### config.mk
export PLATFORM = sky130hd
export DESIGN_NAME = sr_pload_jk
export DESIGN_NICKNAME = d
export VERILOG_FILES = /design/src/rtl/sr_pkg.sv /design/src/rtl/sr_jk_entry.sv /design/src/rtl/sr_bit_cell.sv /design/src/rtl/sr_pload_jk.sv
export SDC_FILE = /design/constraint.sdc
export NUM_CORES = 1
export LEC_CHECK = 0
export ABC_CLOCK_PERIOD_IN_PS = 900
export BUFFER_PORTS_ARGS = -buffer_cell sky130_fd_sc_hd__buf_2
export CORE_AREA = 2 2 39 41
export DETAILED_ROUTE_END_ITERATION = 12
export DIE_AREA = 0 0 41 43
export PLACE_DENSITY = 0.37
export SYNTH_ARGS = -nofsm -noshare
export SYNTH_HDL_FRONTEND = slang
export SYNTH_SLANG_ARGS = --single-unit
### constraint.sdc
create_clock -name clk -period 0.9 [get_ports clk]
set_input_delay 0.045 -clock clk [delete_from_list [all_inputs] [get_ports clk]]
set_output_delay 0.045 -clock clk [all_outputs]
set_load 0.01 [all_outputs]
### src/rtl/sr_pkg.sv
package sr_pkg;
  typedef enum logic {
    MODE_LOAD  = 1'b0,
    MODE_SHIFT = 1'b1
  } sr_mode_e;

  // J-K entry with active-low K: set, clear, toggle, hold
  function automatic logic jk_next(logic j, logic kn, logic cur);
    return (j & ~cur) | (kn & cur);
  endfunction
endpackage

### src/rtl/sr_jk_entry.sv
module sr_jk_entry (
  input  logic j,
  input  logic kn,
  input  logic cur,
  output logic nxt
);
  import sr_pkg::*;
  always_comb nxt = jk_next(j, kn, cur);
endmodule

### src/rtl/sr_bit_cell.sv
module sr_bit_cell #(
  parameter logic RST_VAL = 1'b0
) (
  input  logic clk,
  input  logic clr_n,
  input  logic shift_en,
  input  logic ser_in,
  input  logic par_in,
  output logic q
);
  always_ff @(posedge clk or negedge clr_n) begin
    if (!clr_n) q <= RST_VAL;
    else        q <= shift_en ? ser_in : par_in;
  end
endmodule

### src/rtl/sr_pload_jk.sv
module sr_pload_jk #(
  parameter int WIDTH = 4
) (
  input  logic             clk,
  input  logic             clr_n,
  input  logic             mode_shift,
  input  logic             ser_j,
  input  logic             ser_kn,
  input  logic [WIDTH-1:0] par_d,
  output logic [WIDTH-1:0] q,
  output logic             q_last_n
);
  import sr_pkg::*;
  localparam int LAST = WIDTH - 1;

  sr_mode_e   mode;
  logic       first_nxt;
  logic [WIDTH-1:0] ser_vec;

  always_comb mode = sr_mode_e'(mode_shift);

  sr_jk_entry i_entry (
    .j   (ser_j),
    .kn  (ser_kn),
    .cur (q[0]),
    .nxt (first_nxt)
  );

  generate
    for (genvar n = 0; n < WIDTH; n++) begin : g_stage
      if (n == 0) begin : g_head
        always_comb ser_vec[n] = first_nxt;
      end else begin : g_body
        always_comb ser_vec[n] = q[n-1];
      end
      sr_bit_cell #(.RST_VAL(1'b0)) i_cell (
        .clk      (clk),
        .clr_n    (clr_n),
        .shift_en (mode == MODE_SHIFT),
        .ser_in   (ser_vec[n]),
        .par_in   (par_d[n]),
        .q        (q[n])
      );
    end
  endgenerate

  // separate flop holding the inverted last stage, set by clear
  sr_bit_cell #(.RST_VAL(1'b1)) i_comp (
    .clk      (clk),
    .clr_n    (clr_n),
    .shift_en (mode == MODE_SHIFT),
    .ser_in   (~ser_vec[LAST]),
    .par_in   (~par_d[LAST]),
    .q        (q_last_n)
  );


  shift_move_chk: assert property (@(posedge clk) disable iff (!clr_n)
    mode_shift |=> q[LAST:1] == $past(q[LAST-1:0]));


  load_chk: assert property (@(posedge clk) disable iff (!clr_n)
    !mode_shift |=> q == $past(par_d));


  first_set_chk: assert property (@(posedge clk) disable iff (!clr_n)
    (mode_shift && ser_j && ser_kn) |=> q[0]);


  first_clear_chk: assert property (@(posedge clk) disable iff (!clr_n)
    (mode_shift && !ser_j && !ser_kn) |=> !q[0]);


  first_toggle_chk: assert property (@(posedge clk) disable iff (!clr_n)
    (mode_shift && ser_j && !ser_kn) |=> q[0] != $past(q[0]));


  first_hold_chk: assert property (@(posedge clk) disable iff (!clr_n)
    (mode_shift && !ser_j && ser_kn) |=> $stable(q[0]));


  comp_match_chk: assert property (@(posedge clk) disable iff (!clr_n)
    q_last_n == ~q[LAST]);
endmodule

; Word-level counts from Yosys, hierarchy flattened
; Cells that the tools add are included.
[word_totals]
reg_bits = 5
in_bits = 9
output_inout_bits = 5
word_cells = 16
[op_classes]
n_mux = 5
bitwise_logic = 6
[ops]
columns = cell, n
row1 = two-way mux 1 bit, 5
row2 = NOT 1 bit, 3
row3 = bitwise AND 1 bit, 2
row4 = OR 1 bit, 1

; Longest topological paths before layout
[logic_depth]
ltp_word = 4
ltp_mapped = 2
depth_no_buf = 2

; By module
; A second synthesis with hierarchy kept.
[hier_totals]
cells_unflattened = 13
hier_area_um2 = 224.0
[modules_own_cells]
columns = module, n_inst, cells_each, area_per_inst_um2, seq_area_each_um2
row1 = sr_bit_cell (g_stage[0].i_cell ...), 4, 2, 40.0, 25.0
row2 = sr_bit_cell (i_comp), 1, 2, 41.3, 26.3
row3 = sr_jk_entry, 1, 1, 15.0, 0.0
row4 = sr_pload_jk, 1, 2, 7.5, 0.0

; Least setup slack after synthesis
; Ideal clock, no wire load.
[synth_path]
kind = register -> register
from = register g_stage[0].i_cell.q
to = register g_stage[1].i_cell.q
setup_ns = 0.125
t_arrival_ns = 0.627
t_required_ns = 0.775
path_slack_ns = 0.149
stages_incl_launch_ff = 2
path_buffers = 0
synth_period_minus_slack_ns = 0.751
path_cell_list = dfrtp_1 -> mux2_2
[synth_between]
elab_chain_cells = 1
[synth_rtl]
columns = item, line
row1 = from (decl), sr_bit_cell.sv:9  ; output logic q
row2 = from (signal assigned), sr_bit_cell.sv:13  ; else q <= shift_en ? ser_in : par_in;
row3 = two-way mux 1 bit, sr_bit_cell.sv:13
row4 = to (signal assigned), sr_bit_cell.sv:13
row5 = to (decl), sr_bit_cell.sv:9
; No other way between the ends.

; Worst setup path after layout
[layout_path]
from = register i_comp.q
to = output q_last_n
[layout_rtl]
columns = item, line
row1 = from (decl), sr_bit_cell.sv:9
row2 = from (signal assigned), sr_bit_cell.sv:13
row3 = to (decl), sr_pload_jk.sv:11  ; output logic q_last_n
; No word-level cell between the ends.

==> qor.csv <==
metric;value;unit
status;complete, no violations;
min_period;0.8959;ns
fmaxAchievable;1.116;GHz
h-tree-depth;1;
start_util;15.64;%
setup_viol;0;
maxSlewViolCount;0;
final_util;22.69;%
syn-num-nets;25;
fin_skew;0.0009182;ns
grt_pass1_wl;641;um
cts_num_sinks;5;
cp_max_fo;1;
ys_seq_area_share;58.38;%
overflow;0;
fin_tns_setup;0;ns
syn_to_final_growth;45.09;%
seq_power_share;42.4;%
ant_nets;0;
peakVddDrop;608.3;uV
endpoint_kind;output pin;
gp_congestion;0.5981;
slowest_delay;0.52;ns
synth.area.top_cells;dfrtp_1 (46%), buf_4 (14%), dfstp_2 (12%);
rows;14;
crit_family;flip-flops;
cts_buffers;3;
crit_arrival;0.85;ns
swShare;23.32;%
dieArea;1763;um2
yosys_warnings;0;
critPathKind;reg2out;
clkSlewWorstSetupHoldPaths;0.04;ns
period_share;99.55;%
grt_max_degree;6;
die_h;43;um
yosysTopAreaCellShare;46.24;%
finalNonFillerCells;46;
syn_inst;16;
vias;161;
wire_per_inst;9.130;um
yosysTopAreaCell;dfrtp_1;
cts_post_setup_buffers_inserted;0;
drive_above_1_share;70.00;%
synth-seq-cells;5;
fin_hold_ws;0.03214;ns
relSlewSlack;90.58;%
clkPwrFrac;42.2;%
cp_slowest_cell;dfstp_2;
clock_latency;0.24;ns
rsz0062_at_grt;yes;
core_area;1384;um2
max_cap_viol_count;0;
dr.pass1.iters;1;
insertedDiodeCount;0;
intPower;473.6;uW
placed_cells;41;
combinationalPowerShare;15.4;%
grt_use_total;6.559;%
p_leak;0.1585;nW
yosys-top-cells-count;buf_4 (4), dfrtp_1 (4), mux2_2 (2);
fin_nets;40;
critPathBufInv;1;
numPortBuffers;13;
hold_class;in2reg;
worstPathCellList;buf_6;
cts_buffer_depth;2;
dp_slack;0.1228;ns
tightest_slew;0.1373;ns
worstHoldPathCells;2;
antenna_found_initial;0;
ff2ff_path_depth;2;
ys_types;9;
grt_pass1_vias;170;
hold_viol_final;0;
synth.avg_cell_area;13.53;um2
root_buffer;clkbuf_4;
cp.required;0.85;ns
vias_per_cell;3.500;
io_pins;14;
synth-edff-count;0;
drcViolationCount;0;
setup_ws;0.004063;ns
drt_iter0_drc;0;
wl;420;um
ys_async_sr_fraction;100.0;%
power_density;1966;nW/um2
worst-path-stages;1;
p_sw;144.0;uW
startpoint_type;register;
ys.flop_type;dfrtp_1;
die-width;41;um
cts_tree;done;
nFillCells;151;
synth_area;216.5;um2
## path summary, 6_finish.rpt
check | from | end | slack (ns)
hold / removal | par_d[1] | g_stage[1].i_cell.q | 0.03
setup reg to reg | g_stage[0].i_cell.q | g_stage[0].i_cell.q | 0.13
setup / recovery | i_comp.q | q_last_n | 0.004
hold reg to reg | g_stage[1].i_cell.q | g_stage[2].i_cell.q | 0.50
min in group asynchronous | clr_n | g_stage[2].i_cell.q | 0.15
max in group asynchronous | clr_n | i_comp.q | 0.54
## cells by family after synthesis
kind of cell    synth area share [%]
simple gates                   1.732
mux                            21.96
buf+inv                        15.61
compound gates                 2.310
flops                          58.39
## metrics by stage
stage / instance area [um2] / total power [mW]
after detailed placement: 271.5 / 0.3521
after floorplan: 216.5 / 0.3267
final: 314.1 / 0.6176
after global routing: 314.1 / 0.6612
after global placement: 271.5 / 0.3478
after CTS: 314.1 / 0.6332
## power groups by stage
stage	logic, mW	clock network [mW]	registers [mW]
2_1_floorplan	0.0615	0	0.265
3_3_place_gp	0.0855	0	0.262
3_5_place_dp	0.0878	0	0.264
4_1_cts	0.0966	0.274	0.262
5_1_grt	0.106	0.293	0.263
6_report	0.0952	0.261	0.262
## cells in the final DEF, fill, tap and decap left out
cell           Yosys  final
inv_2              1      1
mux2i_1            1      1
a21oi_1            1      1
clkbuf_1           0      1
clkbuf_4           0      3
dfstp_2            1      1
buf_6              0      1
mux2_2             2      2
mux2_4             1      1
nor2_1             1      1
dfrtp_1            4      4
buf_2              0     12
dlygate4sd3_1      0      1
## state kept, by name, summed over array words and instances (netlist names)
signal            flops
i_comp.q              1
g_stage.i_cell.q      4
## routing by layer
layer	part of all wire (%)	routed length (um)	GRT usage, %
met5	0	0	0
met3	17	72	7.853
met1	41	172	5.229
met4	1.4	6	6.000
met2	40	167	7.813
## what timing repair did
item                       in CTS  in global routing
hold endpoints to repair        5                  0
hold buffers                    1                  0
setup endpoints to repair       1                  1
resized for setup               1                  0
pin swaps                       0                  0
## layout make-up
| class | count | area [um2] | share of cell area [%] |
|---|---|---|---|
| well taps | 16 | 20.02 | 6.375 |
| flip-flops and latches | 5 | 126.4 | 40.24 |
| inverters | 1 | 3.754 | 1.195 |
| multi-input cells | 6 | 56.30 | 17.93 |
| clock buffers | 4 | 26.28 | 8.367 |
| repair buffers | 14 | 81.33 | 25.90 |
Note: power is estimated with default switching activity, not from simulation.
